File: src/rtl/dma_enable_pkg.sv
package dma_enable_pkg;
  localparam int unsigned CODE_W  = 8;
  localparam int unsigned MAX_CH  = 64;

  // Turn a set/clear channel code into a one-hot or all-ones mask.
  function automatic logic [MAX_CH-1:0] code_mask(
    input logic [CODE_W-1:0] code,
    input int unsigned       nch,
    input int unsigned       all_bit,
    input int unsigned       chw
  );
    logic [MAX_CH-1:0] m;
    logic [CODE_W-1:0] idx;
    if (code[all_bit]) begin
      m = (nch >= MAX_CH) ? '1 : ((MAX_CH'(1) << nch) - MAX_CH'(1));
    end else begin
      idx = code & CODE_W'((1 << chw) - 1);
      m   = MAX_CH'(1) << idx;
    end
    return m;
  endfunction
endpackage

File: src/rtl/en_bitmap.sv
module en_bitmap
  import dma_enable_pkg::*;
#(
  parameter int unsigned NUM_CH  = 16,
  parameter int unsigned ALL_BIT = 6
) (
  input  logic              clk,
  input  logic              rst,
  input  logic              wr,
  input  logic [NUM_CH-1:0] wdata,
  input  logic              set,
  input  logic [CODE_W-1:0] set_code,
  input  logic              clr,
  input  logic [CODE_W-1:0] clr_code,
  input  logic [NUM_CH-1:0] hw_clr,
  output logic [NUM_CH-1:0] set_mask,
  output logic [NUM_CH-1:0] clr_mask,
  output logic [NUM_CH-1:0] q
);
  localparam int unsigned CH_W = (NUM_CH > 1) ? $clog2(NUM_CH) : 1;

  logic [MAX_CH-1:0] set_full, clr_full;
  logic [NUM_CH-1:0] nxt;

  assign set_full = code_mask(set_code, NUM_CH, ALL_BIT, CH_W);
  assign clr_full = code_mask(clr_code, NUM_CH, ALL_BIT, CH_W);
  assign set_mask = set ? set_full[NUM_CH-1:0] : '0;
  assign clr_mask = clr ? clr_full[NUM_CH-1:0] : '0;

  // Order: full write, then set, then clear, then hardware clear.
  always_comb begin
    nxt = wr ? wdata : q;
    nxt = nxt | set_mask;
    nxt = nxt & ~clr_mask;
    nxt = nxt & ~hw_clr;
  end

  always_ff @(posedge clk) begin
    if (rst) q <= '0;
    else     q <= nxt;
  end
endmodule

File: src/rtl/irq_gate.sv
module irq_gate #(
  parameter int unsigned NUM_CH = 16
) (
  input  logic              clk,
  input  logic              rst,
  input  logic [NUM_CH-1:0] err_in,
  input  logic [NUM_CH-1:0] en,
  output logic [NUM_CH-1:0] irq
);
  for (genvar g = 0; g < NUM_CH; g++) begin : g_ch
    always_ff @(posedge clk) begin
      if (rst) irq[g] <= 1'b0;
      else     irq[g] <= err_in[g] & en[g];
    end
  end
endmodule

File: src/rtl/dma_chan_enable_bank.sv
module dma_chan_enable_bank
  import dma_enable_pkg::*;
#(
  parameter int unsigned NUM_CH  = 16,
  parameter int unsigned ALL_BIT = 6
) (
  input  logic              clk,
  input  logic              rst,
  input  logic              req_wr,
  input  logic [NUM_CH-1:0] req_wdata,
  input  logic              req_set,
  input  logic [CODE_W-1:0] req_set_code,
  input  logic              req_clr,
  input  logic [CODE_W-1:0] req_clr_code,
  input  logic              err_wr,
  input  logic [NUM_CH-1:0] err_wdata,
  input  logic              err_set,
  input  logic [CODE_W-1:0] err_set_code,
  input  logic              err_clr,
  input  logic [CODE_W-1:0] err_clr_code,
  input  logic [NUM_CH-1:0] ch_err,
  input  logic [NUM_CH-1:0] major_done,
  input  logic [NUM_CH-1:0] dreq_flag,
  input  logic [2:0]        rd_sel,
  output logic [NUM_CH-1:0] rd_data,
  output logic [NUM_CH-1:0] req_map,
  output logic [NUM_CH-1:0] err_map,
  output logic [NUM_CH-1:0] err_irq
);
  localparam logic [2:0] SEL_REQ = 3'd0;
  localparam logic [2:0] SEL_ERR = 3'd1;

  // Named internal events for the checker.
  logic [NUM_CH-1:0] auto_clr;
  logic [NUM_CH-1:0] req_set_mask, req_clr_mask;
  logic [NUM_CH-1:0] err_set_mask, err_clr_mask;

  assign auto_clr = major_done & dreq_flag;

  en_bitmap #(.NUM_CH(NUM_CH), .ALL_BIT(ALL_BIT)) u_req (
    .clk(clk), .rst(rst),
    .wr(req_wr), .wdata(req_wdata),
    .set(req_set), .set_code(req_set_code),
    .clr(req_clr), .clr_code(req_clr_code),
    .hw_clr(auto_clr),
    .set_mask(req_set_mask), .clr_mask(req_clr_mask),
    .q(req_map)
  );

  en_bitmap #(.NUM_CH(NUM_CH), .ALL_BIT(ALL_BIT)) u_err (
    .clk(clk), .rst(rst),
    .wr(err_wr), .wdata(err_wdata),
    .set(err_set), .set_code(err_set_code),
    .clr(err_clr), .clr_code(err_clr_code),
    .hw_clr({NUM_CH{1'b0}}),
    .set_mask(err_set_mask), .clr_mask(err_clr_mask),
    .q(err_map)
  );

  irq_gate #(.NUM_CH(NUM_CH)) u_irq (
    .clk(clk), .rst(rst),
    .err_in(ch_err), .en(err_map),
    .irq(err_irq)
  );

  always_comb begin
    unique case (rd_sel)
      SEL_REQ: rd_data = req_map;
      SEL_ERR: rd_data = err_map;
      default: rd_data = '0;
    endcase
  end
endmodule

File: config.mk
export PLATFORM = sky130hd
export DESIGN_NAME = dma_chan_enable_bank
export DESIGN_NICKNAME = d
export VERILOG_FILES = /design/src/rtl/dma_enable_pkg.sv /design/src/rtl/en_bitmap.sv /design/src/rtl/irq_gate.sv /design/src/rtl/dma_chan_enable_bank.sv
export SDC_FILE = /design/constraint.sdc
export NUM_CORES = 1
export LEC_CHECK = 0
export BUFFER_PORTS_ARGS = -buffer_cell sky130_fd_sc_hd__clkbuf_2
export CAP_MARGIN = 10
export CORE_AREA = 2 2 102 104
export CTS_BUF_LIST = sky130_fd_sc_hd__clkbuf_4
export CTS_CLUSTER_DIAMETER = 200
export DETAILED_ROUTE_END_ITERATION = 10
export DIE_AREA = 0 0 104 106
export MAX_ROUTING_LAYER = met4
export PLACE_DENSITY = 0.7
export SLEW_MARGIN = 20
export SYNTH_ARGS = -nofsm -noshare
export SYNTH_HDL_FRONTEND = slang
export SYNTH_HIERARCHICAL = 1
export SYNTH_SLANG_ARGS = --single-unit
File: constraint.sdc
create_clock -name clk -period 1.4 [get_ports clk]
set_input_delay 0.21 -clock clk [delete_from_list [all_inputs] [get_ports clk]]
set_output_delay 0.21 -clock clk [all_outputs]
set_load 0.1 [all_outputs]
---- After elaboration in Yosys (flattened, before gate mapping) ----
Index checks and enable logic that the tools add are counted.
operators by class
  eq/ne operators ......................... 1
  shift operators ......................... 4
  multiplexer cells ....................... 11
  bitwise logic cells ..................... 25
  reductions and logical operators ........ 1
operators by type and width
  cell                    count
  $mux W16                10
  $and A16 B16 Y16        4
  $shl A1 B4 Y16 const A  4
  $not A16 Y16            3
  $or A16 B16 Y16         2
  $pmux W16 S2            1
  $and A1 B1 Y1           16
  $eq A3 B1 Y1 const B    1
  $logic_not A3 Y1        1
storage, ports and cells
  flip-flop bits (word level) ............. 48
  bits of input ports ..................... 123
  output and inout bits ................... 64

---- Depth between registers and ports, before layout ----
  depth after elaboration ................. 6
  mapped depth ............................ 6
  depth with buffers taken out ............ 3

---- Cells and area by module ----
The synthesis kept the hierarchy.
modules (own cells, without submodules)
  module                instances  cells an instance  area each (um2)  sequential area each (um2)
  en_bitmap             2          180                1534.0           320.3
  irq_gate              1          33                 479.2            320.3
  dma_chan_enable_bank  1          54                 365.4            0.0

---- Worst setup path before layout ----
No wires, ideal clock.
  kind .................................... reg2out
  from .................................... reg u_err.q[0]
  to ...................................... out rd_data[0]
  arrival ................................. 2409 ps
  data required time ...................... 1190 ps
  setup slack ............................. -1219 ps
  stages on the path, launching flop included .. 3
  path buffers ............................ 0
  cell sequence ........................... dfxtp_1 > mux2i_1 > nor2_1
on the way
  cells in the longest elaborated chain, start to end .. 1
RTL lines
  element                 line                        source
  from (decl)             en_bitmap.sv:18             output logic [NUM_CH-1:0] q
  from (signal assigned)  en_bitmap.sv:40             else q <= nxt;
  $pmux W16 S2            dma_chan_enable_bank.sv:67  unique case (rd_sel)
  to (decl)               dma_chan_enable_bank.sv:25  output logic [NUM_CH-1:0] rd_data,
Every way passes these cells.

---- Worst setup path after layout ----
Ends and elaborated chain as after synthesis.

==> out/metrics.csv <==
stage;metric;value;unit
status;outcome;complete, no violations;
final_layout;final net count;583;
detailed_routing;vias per inst;4.85;
flow_run;max-cap viol count;0;
detailed_routing;DRT Pass-1 Iters;4;
cts;clock tree from TritonCTS;built;
synth;Cells after Synth;293;
critical_path;worst path bufs/invs;1;
critical_path;Critical Path Sink Type;output port;
critical_path;crit-path leading delay family;flip-flops;
grt;initial antenna violation count;0;
grt;vias in the first global route;3167;
timing;Slew @ Worst Pin;0.815;ns
timing;clock skew;0.0128;ns
cts;clock transition at the registers of the reported paths;0.15;ns
cts;Clk Latency, worst-skew pair;0.36;ns
timing;count of final hold-check violations;0;
cts;H-tree Lvls;2;
place;routability cong.;0.878;
critical_path;startpoint types;register;
critical_path;CP Data Required Time;1.19;ns
power;Pwr Density;775;nW/um^2
final_layout;fin area;4840;um^2
timing;fmax;0.724;GHz
final_layout;layout cells sized above 1;68.5;%
cts;clock root buffer;clkbuf_4;
power;LEAKAGE;2.06;nW
final_layout;Area Growth Syn to Fin;57.4;%
place;Area after DPL;4570;um^2
detailed_routing;WL final;10.3;mm
detailed_routing;via count;2897;
floorplanning;Die Ht;106;um
detailed_routing;drt first-iter violations;88;
timing;Period minus WS final;1.38;ns
synth;synthesized area;3070;um^2
timing;Final Setup Violations;0;
cts;# hold bufs at CTS;0;
place;placed cells;588;
critical_path;ordered list of cells on the worst path;mux2i_4, nor2_4, buf_12;
floorplanning;Die ar.;11000;um^2
final_layout;# fillers;952;
detailed_routing;ANT nets after route;0;
critical_path;CP max stage delay;0.43;ns
critical_path;worst setup path class;reg -> out;
timing;RSZ-0062 raised after global routing;yes;
final_layout;ant diodes;0;
timing;max-slew violations;0;
critical_path;worst-path fanout max;4;
cts;clock buffer depth;2;
grt;All-Layer GR Usage;19.6;%
grt;grt ovf;0;
power;VDD IR max;427;uV
floorplanning;initial core utilization;30.7;%
grt;first-pass GRT wire length;16.5;mm
synth;yosys warns;6;
hold_path;Hold Path Class;in -> reg;
floorplanning;width of the die;104;um
timing;Final period util;98.6;%
detailed_routing;DRC errors left;0;
detailed_routing;DR WL/cell;17.3;um
floorplanning;std cell rows;37;
final_layout;Non-Filler Instances;597;
critical_path;CP max stage cell;dfxtp_4;
floorplanning;top-level I/O count;187;
cts;CTS Buf Count;5;
synth;syn avg cell area;10.5;um^2
grt;pin count of the biggest net entering global routing;17;
place;PortBufs;174;
cts;Clock Sinks;48;
floorplanning;Core Box Area;10000;um^2
critical_path;Critical Path AT;1.17;ns
timing;normalized max-slew margin;45.3;%
place;post-detail-place hpwl;8.60;mm
## placed cells by master, fill, tap and decap left out
cell	n
a2111oi_0	6
a2111oi_1	8
a2111oi_2	18
a211oi_1	28
a211oi_2	4
a21o_1	2
and2_0	2
and2_1	18
and2_4	2
and2b_1	4
and3_1	4
and3b_1	14
and3b_2	6
buf_12	21
buf_2	14
buf_4	40
bufinv_16	1
clkbuf_2	111
clkbuf_4	5
clkinv_1	1
clkinv_4	1
conb_1	16
dfxtp_1	16
dfxtp_4	32
inv_2	2
mux2_1	8
mux2_2	24
mux2i_4	16
nand2b_1	4
nor2_1	8
nor2_4	16
nor2b_1	4
nor3_1	2
nor3b_4	2
or2_2	1
## worst paths after layout
path	from	endpoint	slack, ns	cells past startpoint
setup / recovery	u_err/q[0]$_SDFF_PP0_	rd_data[0]	0.02	3
hold / removal	ch_err[7]	u_irq/irq[7]$_SDFF_PP0_	0.07	2
setup reg to reg	u_req/q[9]$_SDFF_PP0_	u_req/q[9]$_SDFF_PP0_	0.22	3
hold reg to reg	u_err/q[7]$_SDFF_PP0_	u_irq/irq[7]$_SDFF_PP0_	0.57	1
## per-stage QoR
stage | hold WS [ns] | setup slack, ns | utilization (%) | TNS, ns | power [W]
3_5_place_dp | 0.447 | 0.0296 | 45.7 | 0 | 0.00287
5_1_grt | 0.0433 | -0.0300 | 48.4 | -0.283 | 0.00394
2_1_floorplan | 0.366 | -0.0618 | - | -0.642 | 0.00250
6_report | 0.0654 | 0.0193 | 48.4 | 0 | 0.00375
4_1_cts | 0.0497 | -0.0100 | 48.2 | -0.0288 | 0.00378
3_3_place_gp | 0.445 | 0.0755 | 45.7 | 0 | 0.00285
## report_power, final
part	switching [W]	total [W]	internal [W]
clock network	0.000468	0.000842	0.000374
registers	0.0000871	0.00149	0.00140
logic	0.000905	0.00142	0.000514
total	0.00146	0.00375	0.00229
## layout make-up
| class | instances | area, um^2 | area share (%) |
|---|---|---|---|
| clock buffers | 5 | 37.5 | 0.776 |
| clock inverters | 3 | 42.5 | 0.879 |
| inverters | 2 | 7.51 | 0.155 |
| multi-input cells | 217 | 2150 | 44.5 |
| flip-flops and latches | 48 | 1080 | 22.3 |
| well taps | 136 | 170 | 3.52 |
| repair buffers | 186 | 1350 | 27.8 |
## layer usage
layer	track usage, %	vias up	share of wire [%]	wire (um)
li1	-	1413	-	-
met1	24.4	1361	44	4530
met2	33.0	111	49	5100
met3	3.07	12	4.9	506
met4	6.08	0	1.8	184
met5	-	-	0	0
## flip-flops by register name, summed over array words and instances, names as in the netlist
name	count
u_err/q	16
u_irq/irq	16
u_req/q	16
## repair_timing
| item | 4_1_cts | 5_1_grt |
|---|---|---|
| gates resized for setup | 26 | 15 |
| setup endpoints to repair | 16 | 30 |
| pin swaps | 3 | 11 |
| buffers inserted | 0 | 1 |
No activity file was read; power rests on OpenSTA's default activity.
